### config.mk
export PLATFORM = sky130hd
export DESIGN_NAME = clk_fail_monitor
export DESIGN_NICKNAME = d
export VERILOG_FILES = /design/src/rtl/cfm_pkg.sv /design/src/rtl/cfm_sync.sv /design/src/rtl/cfm_divider.sv /design/src/rtl/cfm_rearm.sv /design/src/rtl/clk_fail_monitor.sv
export SDC_FILE = /design/constraint.sdc
export NUM_CORES = 1
export LEC_CHECK = 0
export CELL_PAD_IN_SITES_DETAIL_PLACEMENT = 1
export CELL_PAD_IN_SITES_GLOBAL_PLACEMENT = 1
export CORE_MARGIN = 2
export CORE_UTILIZATION = 30
export CTS_CLUSTER_DIAMETER = 200
export DETAILED_ROUTE_END_ITERATION = 10
export PLACE_DENSITY_LB_ADDON = 0.1
export RECOVER_POWER = 100
export SYNTH_ARGS = -nofsm -noshare
export SYNTH_HDL_FRONTEND = slang
export SYNTH_SLANG_ARGS = --single-unit
### constraint.sdc
create_clock -name clk -period 3.6 [get_ports clk]
set_input_delay 0.72 -clock clk [delete_from_list [all_inputs] [get_ports clk]]
set_output_delay 0.72 -clock clk [all_outputs]
set_load 0.05 [all_outputs]
### src/rtl/cfm_pkg.sv
package cfm_pkg;
  typedef enum logic {
    OSC_EXT_OR_RC = 1'b0,
    OSC_CRYSTAL   = 1'b1
  } osc_kind_e;

  localparam int unsigned CFM_SYNC_STAGES = 2;
endpackage

### src/rtl/cfm_sync.sv
module cfm_sync #(
  parameter int unsigned WIDTH  = 1,
  parameter int unsigned STAGES = 2
) (
  input  logic             clk,
  input  logic             rst,
  input  logic [WIDTH-1:0] d_in,
  output logic [WIDTH-1:0] d_out
);
  logic [STAGES-1:0][WIDTH-1:0] chain_q;

  always_ff @(posedge clk) begin
    if (rst) chain_q[0] <= '0;
    else     chain_q[0] <= d_in;
  end

  generate
    for (genvar s = 1; s < STAGES; s++) begin : g_stage
      always_ff @(posedge clk) begin
        if (rst) chain_q[s] <= '0;
        else     chain_q[s] <= chain_q[s-1];
      end
    end
  endgenerate

  assign d_out = chain_q[STAGES-1];
endmodule

### src/rtl/cfm_divider.sv
module cfm_divider #(
  parameter int unsigned DIV = 64
) (
  input  logic clk,
  input  logic rst,
  input  logic ref_rise,
  output logic samp_rise,
  output logic samp_fall
);
  localparam int unsigned HALF = DIV / 2;
  localparam int unsigned CW   = (DIV > 1) ? $clog2(DIV) : 1;

  logic [CW-1:0] cnt_q;

  always_ff @(posedge clk) begin
    if (rst) begin
      cnt_q     <= '0;
      samp_rise <= 1'b0;
      samp_fall <= 1'b0;
    end else begin
      samp_rise <= 1'b0;
      samp_fall <= 1'b0;
      if (ref_rise) begin
        if (cnt_q == CW'(DIV - 1)) begin
          cnt_q     <= '0;
          samp_rise <= 1'b1;
        end else begin
          cnt_q <= cnt_q + 1'b1;
          if (cnt_q == CW'(HALF - 1)) samp_fall <= 1'b1;
        end
      end
    end
  end


  div_pulse_excl_chk: assert property (@(posedge clk) disable iff (rst)
    !(samp_rise && samp_fall));
endmodule

### src/rtl/cfm_rearm.sv
module cfm_rearm #(
  parameter int unsigned CYCLES = 1024
) (
  input  logic clk,
  input  logic rst,
  input  logic start,
  input  logic prim_fall,
  output logic busy,
  output logic done
);
  localparam int unsigned CW = $clog2(CYCLES + 1);

  logic [CW-1:0] cnt_q;

  always_ff @(posedge clk) begin
    if (rst) begin
      busy  <= 1'b0;
      done  <= 1'b0;
      cnt_q <= '0;
    end else begin
      done <= 1'b0;
      if (start) begin
        busy  <= 1'b1;
        cnt_q <= '0;
      end else if (busy && prim_fall) begin
        if (cnt_q == CW'(CYCLES - 1)) begin
          busy <= 1'b0;
          done <= 1'b1;
        end else begin
          cnt_q <= cnt_q + 1'b1;
        end
      end
    end
  end


  rearm_cnt_range_chk: assert property (@(posedge clk) disable iff (rst)
    cnt_q < CW'(CYCLES));


  rearm_done_end_chk: assert property (@(posedge clk) disable iff (rst)
    done |-> !busy);
endmodule

### src/rtl/clk_fail_monitor.sv
module clk_fail_monitor
  import cfm_pkg::*;
#(
  parameter int unsigned REF_DIV    = 64,
  parameter int unsigned OST_CYCLES = 1024,
  parameter int unsigned SYNC_STAGES = CFM_SYNC_STAGES
) (
  input  logic clk,
  input  logic rst,
  input  logic prim_clk,
  input  logic ref_clk,
  input  logic ost_done,
  input  logic mon_en,
  input  logic osc_crystal,
  input  logic src_toggle,
  input  logic flag_clr,
  input  logic irq_en,
  output logic fail_flag,
  output logic fail_irq,
  output logic force_internal
);
  localparam int unsigned NSYNC = 3;

  logic [NSYNC-1:0] raw_in, synced;
  logic s_prim, s_ref, s_ost;
  logic prim_d, ref_d;
  logic prim_fall, ref_rise;
  logic samp_rise, samp_fall;
  logic rearm_busy, rearm_done, rearm_start;
  logic seen_q, fail_q, flag_q, irq_q;
  logic armed, fail_det, block_rst;
  osc_kind_e kind;

  assign raw_in = {ost_done, ref_clk, prim_clk};
  assign kind   = osc_kind_e'(osc_crystal);

  cfm_sync #(.WIDTH(NSYNC), .STAGES(SYNC_STAGES)) u_sync (
    .clk(clk), .rst(rst), .d_in(raw_in), .d_out(synced)
  );

  assign {s_ost, s_ref, s_prim} = synced;

  always_ff @(posedge clk) begin
    if (rst) begin
      prim_d <= 1'b0;
      ref_d  <= 1'b0;
    end else begin
      prim_d <= s_prim;
      ref_d  <= s_ref;
    end
  end

  assign prim_fall = prim_d & ~s_prim;
  assign ref_rise  = ~ref_d & s_ref;

  cfm_divider #(.DIV(REF_DIV)) u_div (
    .clk(clk), .rst(rst), .ref_rise(ref_rise),
    .samp_rise(samp_rise), .samp_fall(samp_fall)
  );

  assign block_rst   = rst | ~mon_en;
  assign rearm_start = fail_q & src_toggle & (kind == OSC_CRYSTAL);

  cfm_rearm #(.CYCLES(OST_CYCLES)) u_rearm (
    .clk(clk), .rst(block_rst), .start(rearm_start),
    .prim_fall(prim_fall), .busy(rearm_busy), .done(rearm_done)
  );

  assign armed = mon_en & ~rearm_busy & ~fail_q &
                 ((kind == OSC_EXT_OR_RC) | s_ost);

  // Detector latch: preset while not armed so a fresh window never trips.
  always_ff @(posedge clk) begin
    if (rst || !armed)   seen_q <= 1'b1;
    else if (prim_fall)  seen_q <= 1'b1;
    else if (samp_rise)  seen_q <= 1'b0;
  end

  assign fail_det = armed & samp_fall & ~seen_q;

  always_ff @(posedge clk) begin
    if (block_rst) begin
      fail_q <= 1'b0;
    end else if (fail_det) begin
      fail_q <= 1'b1;
    end else if (fail_q && rearm_done) begin
      fail_q <= 1'b0;
    end else if (fail_q && src_toggle && kind == OSC_EXT_OR_RC) begin
      fail_q <= 1'b0;
    end
  end

  always_ff @(posedge clk) begin
    if (block_rst)     flag_q <= 1'b0;
    else if (fail_det) flag_q <= 1'b1;
    else if (flag_clr) flag_q <= 1'b0;
  end

  always_ff @(posedge clk) begin
    if (block_rst) irq_q <= 1'b0;
    else           irq_q <= flag_q & irq_en;
  end

  assign fail_flag      = flag_q;
  assign fail_irq       = irq_q;
  assign force_internal = fail_q;


  fail_at_sample_fall_chk: assert property (@(posedge clk) disable iff (rst)
    $rose(fail_q) |-> $past(samp_fall));


  no_auto_return_chk: assert property (@(posedge clk) disable iff (rst)
    fail_q && mon_en && !rearm_done && !src_toggle |=> fail_q);


  armed_only_chk: assert property (@(posedge clk) disable iff (rst)
    $rose(fail_q) |-> $past(!osc_crystal || s_ost));


  irq_needs_flag_chk: assert property (@(posedge clk) disable iff (rst)
    fail_irq |-> (fail_flag || $past(flag_clr) || $past(!mon_en)));


  disabled_quiet_chk: assert property (@(posedge clk) disable iff (rst)
    !mon_en |=> (!fail_flag && !force_internal));
endmodule

==> reports/qor.yml <==
crit_cells: 1
area_growth_syn_to_layout_pct: 21.1
p_per_area_nw_per_um2: 472
initial_utilization_pct: 30.6
met3_length_um: 104
globalplace.congestion: 0.665
synth_area_um2: 1310
status: "completed"
cts_max_level: 2
final_cells: 205
met2_wirelength_um: 1260
synth_cell_types: 35
slew_viol_final: 0
relSlewSlack_pct: 52.2
die_w_um: 70.2
synth_ff_type: "dfxtp_1"
syn_inst: 136
dp.final_hpwl_um: 1910
drv_cap: 0
cp-end-kind: "output pin"
grt_pass1_wl_um: 4650
via_count: 1005
ctsResizeCount: 0
ys_seq_elements: 33
antenna_left: 0
placed_cell_area_um2: 1480
track_usage_pct: 11.8
synth_fp_nets: 148
cts_buffer_depth: 2
clk_root_buffer_cell: "clkbuf_8"
dr.pass1.iters: 2
final_area_um2: 1590
post-place-cells: 197
path_cells: "dlygate4sd3_1"
yosysSeqAreaShare_pct: 50.3
hold_path_class: "reg2reg"
critical_path.startpoint: "force_internal"
synth.largest_area_cell: "dfxtp_1"
min_period_over_period_pct: 62.7
setup.worst_path.class: "reg2out"
io_pins: 13
worst_path_largest_cell_delay_ns: 0.89
setup_tns_ns: 0
period_minus_slack_ns: 2.26
core-area_um2: 4290
yosys_warnings: 0
vdd_ir_drop_max_mv: 0.170
cts_sinks: 33
dr.first_iter.drc_count: 24
rsz0062_at_grt: "no"
start_kind: "flip-flop"
diodes: 0
rows: 24
clock_skew_ns: 0.00721
syn_avg_cell_area_um2: 9.66
drt-total-wl_um: 2600
power_leakage_uw: 0.000566
grt_max_degree: 18
die_y_um: 70.2
utilization_pct: 37.1
cp_max_fo: 4
worstMarginPinSlew_ns: 0.714
crit_arrival_ns: 1.54
r2r-end: "u_rearm.cnt_q[7]"
synthTopCellsByArea: "dfxtp_1 50%, nor2b_1 4.8%, a21oi_1 3.8%"
cts_hold_repair.buffers: 0
setup_viol: 0
wl_per_cell_um: 12.7
p_total_uw: 751
routed.top_layer: "met4"
timing.critical_path.buf_inv: 1
endpoint: "force_internal"
cts_buffers: 5
drive_above_1_share_pct: 5.88
port_buffers: 12
slowest_stage: "dlygate4sd3_1"
design.die.area_um2: 4920
route.detailed.drc: 0
required_ns: 2.88
nets: 164
critPathTopFamily: "buffers and inverters"
synth_top_cell_area_share_pct: 50.3
drt-vias-per-instance: 4.90
yosys-top-cells-count: "33 x dfxtp_1, 10 x a21oi_1, 10 x nand2_1, 10 x nor2b_1, 8 x nor2_1"
rrSetupSlack_ns: 1.81
reg2reg_depth: 4
wl_met1_um: 1200
rr_startpoint: "u_rearm.cnt_q[6]"
clk_latency_ns: 0.28
cts_tree: "built"
timing.fmax_mhz: 443
hold_violations: 0
synth.most_common_cell: "dfxtp_1"
clk_pin_slew_ns: 0.07
grt_overflow_total: 0
antenna_found_initial: 0
async_flop_share_pct: 0
grt_pass1_vias: 1067
synth_edf_count: 0
post-cts-setup-buffer-count: 0
registers in the layout, summed over array words and instances, names as in the netlist:
name,flops
fail_flag,1
fail_irq,1
force_internal,1
prim_d,1
ref_d,1
seen_q,1
u_div.cnt_q,6
u_div.samp_fall,1
u_div.samp_rise,1
u_rearm.busy,1
u_rearm.cnt_q,11
u_rearm.done,1
u_sync.chain_q,3
u_sync.d_out,3
layout by cell type (no fill, tap or decap), types with 2 or more instances in the layout:
master	synthesis	layout
dlygate4sd3_1	0	4
nand4_1	3	3
ha_1	2	2
o21ai_0	1	2
xor2_1	4	4
nor2b_1	10	10
nand2_1	10	10
o31ai_1	3	3
nor2_1	8	8
o21ai_1	4	3
clkdlybuf4s50_1	0	8
nand2b_1	4	4
and2_0	0	4
a21oi_1	10	10
xnor2_1	3	3
nor3_1	1	2
or4_1	2	2
and3_1	4	4
or3_1	4	4
dfxtp_1	33	33
clkbuf_8	0	6
nand3_1	7	7
inv_1	2	2
layout make-up:
| cell class | count | area [µm²] |
|---|---|---|
| flip-flops and latches | 33 | 661 |
| clock inverters | 1 | 30.0 |
| multi-input cells | 98 | 622 |
| inverters | 2 | 7.51 |
| clock buffers | 7 | 86.3 |
| fillers | 507 | 2700 |
| well taps | 52 | 65.1 |
| repair buffers | 12 | 120 |
cell families after synthesis:
kind of cell / Yosys count / share of synthesized area, %
AND/OR/NAND/NOR: 65 / 28.3
flip-flops: 33 / 50.3
AO/OA/AOI/OAI: 23 / 12.1
XOR/XNOR: 7 / 4.67
buffers and inverters: 5 / 2.00
adder cells (fa/ha/maj): 2 / 1.90
multiplexers: 1 / 0.762
power by group:
| part | leakage, µW | switching [µW] | internal, µW | total, µW |
|---|---|---|---|---|
| logic | 0.000240 | 11.4 | 13.5 | 24.9 |
| registers | 0.000267 | 1.75 | 370 | 371 |
| clock network | 0.0000585 | 129 | 226 | 355 |
| total | 0.000566 | 142 | 609 | 751 |
per-stage QoR:
stage	setup WS, ns	hold WS (ns)
6_report	1.34	0.441
2_1_floorplan	2.16	0.414
5_1_grt	1.29	0.459
4_1_cts	1.38	0.447
3_3_place_gp	1.28	0.420
3_5_place_dp	1.16	0.430
worst min-delay path by stage:
stage / slack, ns / startpoint / cells past startpoint / to
floorplan: 0.41 / u_sync.chain_q[0] / 1 / u_sync.d_out[0]
global placement: 0.42 / u_sync.chain_q[2] / 1 / u_sync.d_out[2]
detailed placement: 0.43 / u_sync.chain_q[0] / 1 / u_sync.d_out[0]
CTS: 0.45 / u_sync.chain_q[2] / 1 / u_sync.d_out[2]
global route: 0.46 / u_sync.chain_q[0] / 1 / u_sync.d_out[0]
finish: 0.44 / u_sync.chain_q[2] / 1 / u_sync.d_out[2]
per-layer routing:
metal  global-route usage [%]  up-vias
met4                     4.49        0
met5                        0        -
li1                         -      511
met1                     14.4      473
met3                     3.46        7
met2                     19.8       14
Note: power is estimated with default switching activity, not from simulation.
